<file path="config.mk">
export PLATFORM = sky130hd
export DESIGN_NAME = cfg_i2c_wr_slave
export DESIGN_NICKNAME = d
export VERILOG_FILES = /design/src/rtl/cfg_i2c_pkg.sv /design/src/rtl/i2c_line_sync.sv /design/src/rtl/i2c_rx_engine.sv /design/src/rtl/cfg_reg_bank.sv /design/src/rtl/cfg_i2c_wr_slave.sv
export SDC_FILE = /design/constraint.sdc
export NUM_CORES = 1
export LEC_CHECK = 0
export ABC_AREA = 1
export BUFFER_PORTS_ARGS = -buffer_cell sky130_fd_sc_hd__buf_2
export CAP_MARGIN = 20
export CORE_AREA = 2 2 82 84
export DETAILED_ROUTE_END_ITERATION = 10
export DIE_AREA = 0 0 84 86
export PLACE_DENSITY = 0.76
export SETUP_SLACK_MARGIN = 0.4
export SLEW_MARGIN = 20
export SYNTH_ARGS = -nofsm -noshare
export SYNTH_HDL_FRONTEND = slang
export SYNTH_SLANG_ARGS = --single-unit
</file>
<file path="constraint.sdc">
create_clock -name clk -period 1.62 [get_ports clk]
set_input_delay 0.162 -clock clk [delete_from_list [all_inputs] [get_ports clk]]
set_output_delay 0.162 -clock clk [all_outputs]
set_load 0.005 [all_outputs]
</file>
<file path="src/rtl/cfg_i2c_pkg.sv">
package cfg_i2c_pkg;

    localparam int BYTE_W = 8;

    typedef enum logic [1:0] {
        PH_IDLE = 2'd0,
        PH_RECV = 2'd1,
        PH_ACK  = 2'd2
    } rx_phase_t;

    typedef struct packed {
        logic scl;
        logic sda;
        logic start;
        logic stop;
        logic rise;
        logic fall;
    } bus_evt_t;

    function automatic logic [BYTE_W-1:0] reg_default(input int unsigned idx);
        case (idx)
            0:       return 8'h16;
            1:       return 8'hFF;
            2:       return 8'hFE;
            4:       return 8'h07;
            default: return 8'h00;
        endcase
    endfunction

    function automatic int unsigned idx_width(input int unsigned n);
        return (n > 1) ? $clog2(n) : 1;
    endfunction

endpackage

</file>
<file path="src/rtl/i2c_line_sync.sv">
module i2c_line_sync
    import cfg_i2c_pkg::*;
#(
    parameter int STAGES = 2
) (
    input  logic     clk,
    input  logic     rst,
    input  logic     scl_i,
    input  logic     sda_i,
    output bus_evt_t evt
);
    logic [STAGES-1:0] scl_q;
    logic [STAGES-1:0] sda_q;
    logic              scl_p;
    logic              sda_p;
    logic              scl_c;
    logic              sda_c;

    always_ff @(posedge clk) begin
        if (rst) begin
            scl_q <= '1;
            sda_q <= '1;
            scl_p <= 1'b1;
            sda_p <= 1'b1;
        end else begin
            scl_q <= {scl_q[STAGES-2:0], scl_i};
            sda_q <= {sda_q[STAGES-2:0], sda_i};
            scl_p <= scl_q[STAGES-1];
            sda_p <= sda_q[STAGES-1];
        end
    end

    assign scl_c = scl_q[STAGES-1];
    assign sda_c = sda_q[STAGES-1];

    always_comb begin
        evt.scl   = scl_c;
        evt.sda   = sda_c;
        evt.start = scl_c & scl_p & sda_p & ~sda_c;
        evt.stop  = scl_c & scl_p & ~sda_p & sda_c;
        evt.rise  = scl_c & ~scl_p;
        evt.fall  = ~scl_c & scl_p;
    end

endmodule

</file>
<file path="src/rtl/i2c_rx_engine.sv">
module i2c_rx_engine
    import cfg_i2c_pkg::*;
#(
    parameter logic [6:0] DEV_ADDR  = 7'h69,
    parameter int         HDR_BYTES = 2,
    parameter int         NREG      = 6,
    localparam int        IW        = idx_width(NREG)
) (
    input  logic              clk,
    input  logic              rst,
    input  bus_evt_t          evt,
    output logic              sda_oe,
    output logic              wr_en,
    output logic [IW-1:0]     wr_idx,
    output logic [BYTE_W-1:0] wr_data
);
    localparam int IDX_MAX   = 1 + HDR_BYTES + NREG;
    localparam int BW        = $clog2(IDX_MAX + 1);
    localparam int DATA_BASE = 1 + HDR_BYTES;
    localparam logic [BYTE_W-1:0] ADDR_BYTE = {DEV_ADDR, 1'b0};

    rx_phase_t         ph;
    logic [3:0]        bitc;
    logic [BW-1:0]     bidx;
    logic [BYTE_W-1:0] shreg;
    logic              in_data;
    logic [BW-1:0]     data_off;

    assign in_data  = (bidx >= BW'(DATA_BASE)) && (bidx < BW'(IDX_MAX));
    assign data_off = bidx - BW'(DATA_BASE);

    always_ff @(posedge clk) begin
        if (rst) begin
            ph      <= PH_IDLE;
            bitc    <= '0;
            bidx    <= '0;
            shreg   <= '0;
            sda_oe  <= 1'b0;
            wr_en   <= 1'b0;
            wr_idx  <= '0;
            wr_data <= '0;
        end else begin
            wr_en <= 1'b0;
            if (evt.start) begin
                ph     <= PH_RECV;
                bitc   <= '0;
                bidx   <= '0;
                sda_oe <= 1'b0;
            end else if (evt.stop) begin
                ph     <= PH_IDLE;
                sda_oe <= 1'b0;
            end else begin
                case (ph)
                    PH_RECV: begin
                        if (evt.rise && bitc != 4'd8) begin
                            shreg <= {shreg[BYTE_W-2:0], evt.sda};
                            bitc  <= bitc + 4'd1;
                        end else if (evt.fall && bitc == 4'd8) begin
                            if (bidx == '0) begin
                                if (shreg == ADDR_BYTE) begin
                                    sda_oe <= 1'b1;
                                    ph     <= PH_ACK;
                                end else begin
                                    ph <= PH_IDLE;
                                end
                            end else begin
                                sda_oe <= 1'b1;
                                ph     <= PH_ACK;
                                if (in_data) begin
                                    wr_en   <= 1'b1;
                                    wr_idx  <= IW'(data_off);
                                    wr_data <= shreg;
                                end
                            end
                        end
                    end
                    PH_ACK: begin
                        if (evt.fall) begin
                            sda_oe <= 1'b0;
                            ph     <= PH_RECV;
                            bitc   <= '0;
                            if (bidx != BW'(IDX_MAX)) bidx <= bidx + 1'b1;
                        end
                    end
                    default: ;
                endcase
            end
        end
    end

endmodule

</file>
<file path="src/rtl/cfg_reg_bank.sv">
module cfg_reg_bank
    import cfg_i2c_pkg::*;
#(
    parameter int  NREG = 6,
    localparam int IW   = idx_width(NREG)
) (
    input  logic                   clk,
    input  logic                   rst,
    input  logic                   wr_en,
    input  logic [IW-1:0]          wr_idx,
    input  logic [BYTE_W-1:0]      wr_data,
    output logic [NREG*BYTE_W-1:0] regs
);
    for (genvar g = 0; g < NREG; g++) begin : g_reg
        logic [BYTE_W-1:0] r;
        always_ff @(posedge clk) begin
            if (rst)
                r <= reg_default(g);
            else if (wr_en && wr_idx == IW'(g))
                r <= wr_data;
        end
        assign regs[g*BYTE_W +: BYTE_W] = r;
    end

endmodule

</file>
<file path="src/rtl/cfg_i2c_wr_slave.sv">
module cfg_i2c_wr_slave
    import cfg_i2c_pkg::*;
#(
    parameter logic [6:0] DEV_ADDR    = 7'h69,
    parameter int         HDR_BYTES   = 2,
    parameter int         NREG        = 6,
    parameter int         SYNC_STAGES = 2
) (
    input  logic                   clk,
    input  logic                   rst,
    input  logic                   scl_i,
    input  logic                   sda_i,
    output logic                   sda_oe,
    output logic [NREG*BYTE_W-1:0] cfg_regs
);
    localparam int IW = idx_width(NREG);

    bus_evt_t          evt;
    logic              scl_lvl;
    logic              start_det;
    logic              stop_det;
    logic              wr_en;
    logic [IW-1:0]     wr_idx;
    logic [BYTE_W-1:0] wr_data;

    i2c_line_sync #(.STAGES(SYNC_STAGES)) u_sync (
        .clk   (clk),
        .rst   (rst),
        .scl_i (scl_i),
        .sda_i (sda_i),
        .evt   (evt)
    );

    assign scl_lvl   = evt.scl;
    assign start_det = evt.start;
    assign stop_det  = evt.stop;

    i2c_rx_engine #(
        .DEV_ADDR  (DEV_ADDR),
        .HDR_BYTES (HDR_BYTES),
        .NREG      (NREG)
    ) u_rx (
        .clk     (clk),
        .rst     (rst),
        .evt     (evt),
        .sda_oe  (sda_oe),
        .wr_en   (wr_en),
        .wr_idx  (wr_idx),
        .wr_data (wr_data)
    );

    cfg_reg_bank #(.NREG(NREG)) u_bank (
        .clk     (clk),
        .rst     (rst),
        .wr_en   (wr_en),
        .wr_idx  (wr_idx),
        .wr_data (wr_data),
        .regs    (cfg_regs)
    );

endmodule

</file>
==> metrics.txt <==
Inserted Clock Buffers=9; Antenna diodes=0; smallest setup slack after layout=0.148 ns; vias=3,261; clock latency at the later pin of the worst-skew pair=0.36 ns; hold violation count in the final report=0; Synth Register Bits=85; Boundary Pins=53; startpoint kind of the worst setup timing path=register; Via density=5.28; maximum count of clock buffers along a single path=2; part of the total power dissipated in combinational logic=0.111; maximum level of the CTS H-tree=3; arrival time worst endpoint=1.76 ns; part of the total power dissipated in sequential elements=0.526; area of the multi-input gates=1760 um2; clock tree from TritonCTS=yes; net total in the final layout=549; post-route ant nets=0; Synth area leaders=dfxtp_1 (50%), nand2_1 (11%), nor2_1 (8.9%); final worst path period need=1.47 ns; synthesized instance count=457; number of filler cells placed in the layout=474; endpoints failing setup=0; DRC viols=0; Routed wire per std cell=13.5 um; Worst VDD drop=816 uV; post-synth net total=469; maximum number of pins on one net before global-route repair=45; status=completed; Area Growth Syn to Fin=30.8%; endpoint class of the critical path=register; starting utilization of the core area=0.543; reported net switching power=1.04 mW; overall die width=84 um; cell count of the worst reg-to-reg path=9; average footprint of a synthesized cell=7.46 um2; actual transition at the worst max-transition pin=0.442 ns; Detailed Route Iter0 Violations=182; sequential standard cell area=1720 um2; share of the clock period used by the worst path after layout=0.909; routability-driven placement congestion ratio=0.869; Clock Pin Slew Worst Setup and Hold Paths=0.09 ns; Total Neg Setup Slack=0 ns; worst-case setup slack after placement=0.164 ns; first-pass iteration count of the detailed router=5; number of antenna violations at the first check in global routing=0; post-synthesis cell type count=26; setup skew after layout=0.0125 ns; unrepaired setup endpoints after global routing=true; cell count of the worst hold path=2; Port Buf Inserts=52; Sw Ratio=0.257; sum of overflow across all layers after global routing=0; # Max-Cap Violations=0; num rows=29; Synth warnings=0; highest net fanout along the worst path=6; final wirelength=8370 um; wire length of the first global-routing pass=13,000 um; share of cells above drive strength 1=0.323; tightest slew margin relative to the limit=0.705; Data required, critical path=1.91 ns; area of the core=6280 um2; power density of the placed cells=913 nW/um2; power share of the clock group=0.363; Worst R2R Start=u_rx.bitc[1]; sequential share of the synthesized area=0.499; worst hold path startpoint=rst; Slew Limit Fails=0; Die H=86 um; cell accounting for the most synthesized area=dfxtp_1; start point of the critical path=u_rx.bitc[1]; share of Yosys cell area claimed by the top area cell type=0.499; total number of clock tree sinks=85; Leak Pwr=1.92 nW; Die Footprint=7220 um2; post-synthesis instance area=3410 um2; Fmax achieved=0.679 GHz; master cell of the clock root buffer=clkbuf_8; Tot GR Track Use=0.226; post-DP HPWL=5170 um; Post-Route Utilization=0.710; internal power=3.03 mW; Worst Hold Class=in -> reg; Overall Power=4.07 mW; Worst Path Class, Setup=reg -> reg; number of global-route vias before repair=2,782
## power by group through the flow
stage                     clock network, mW  logic [mW]  registers (mW)
after floorplan                           0       0.241            2.19
after global placement                    0       0.283            2.19
after detailed placement                  0       0.299            2.19
after CTS                              1.50       0.374            2.14
after global routing                   1.59       0.485            2.14
final                                  1.48       0.452            2.14
## layer usage
metal  wire length, um  vias up  global-route usage
met2              4030      108               0.371
met5                 0        -                   0
met3               536       30              0.0558
met1              3570     1502               0.295
met4               232        0              0.0762
li1                  -     1621                   -
## cells by family (layout without fill, tap and decap cells)
family          after synthesis  in the layout  share of synthesized area
simple gates                239            241                      0.299
flops                        85             85                      0.499
compound gates               66             66                     0.0988
buf+inv                      56            138                     0.0657
fa+ha+maj                     8              8                     0.0294
xor+xnor                      3              3                    0.00771
## Yosys cell counts, drive strengths merged
cell type and number:
a211oi 1, a21oi 24, buf 5, clkbuf 7
dfxtp 85, ha 8, inv 44, nand2 98
nand3 46, nand3b 1, nand4 3, nor2 86
nor3 1, o21ai 41, or2 4, xnor2 1
xor2 2
## metrics by stage
| step | hold slack (ns) | instances | instance area (um2) |
|---|---|---|---|
| detailed placement | 0.349 | 580 | 3830 |
| finish | 0.0867 | 618 | 4460 |
| floorplan | 0.240 | 457 | 3500 |
| global placement | 0.347 | 580 | 3830 |
| CTS | 0.0619 | 606 | 4200 |
| global route | 0.0827 | 618 | 4460 |
## cell usage in the layout, fill, tap and decap left out, types with 8 or more instances in the layout
master    instances
nand2_1          83
nor2_1           73
dfxtp_1          71
buf_2            52
nand3_1          37
inv_1            30
o21ai_0          22
a21oi_1          20
buf_4            19
o21ai_1          16
dfxtp_2          13
nand2_2          12
nor2_4            9
clkbuf_8          9
inv_2             8
## final timing paths
| path | end | slack, ns |
|---|---|---|
| max reg2reg | u_rx.wr_data[6] | 0.15 |
| max | u_rx.wr_data[6] | 0.15 |
| min | u_rx.shreg[0] | 0.09 |
| min reg2reg | u_sync.sda_q[1] | 0.42 |
## layout make-up
type                       instances  area share
sequential                        85       0.386
multi-input combinational        318       0.396
clock inverter                     5      0.0137
timing repair buffer              79       0.114
inverter                          44      0.0404
tap                               77      0.0216
clock buffer                      10      0.0286
## worst max-delay path, cell delays in order (launching register included)
cell	delay, ns
dfxtp_2	0.33
inv_2	0.07
ha_4	0.15
nand3_4	0.08
nor2_4	0.14
nand3b_1	0.17
nor2_4	0.18
buf_6	0.14
nor2_1	0.04
nor2_1	0.10
## what timing repair did
item	CTS	global route
hold buffers	2	0
resized for setup	34	62
gates cloned	2	2
buffers inserted	7	10
endpoints found under the setup margin	45	79
pin swaps	15	30
endpoints found under the hold margin	2	0
## flip-flops by register name (all words and copies together) (netlist names)
name and cells:
u_rx.wr_idx 3, u_sync.sda_q 2, u_rx.ph 2, u_bank.g.r 48, u_rx.bitc 4, u_rx.wr_en 1, u_sync.scl_q 2, u_rx.wr_data 8
u_rx.bidx 4, u_sync.scl_p 1, u_sync.sda_p 1, u_rx.shreg 8, u_rx.sda_oe 1
Power figures use the tool's default switching activity.
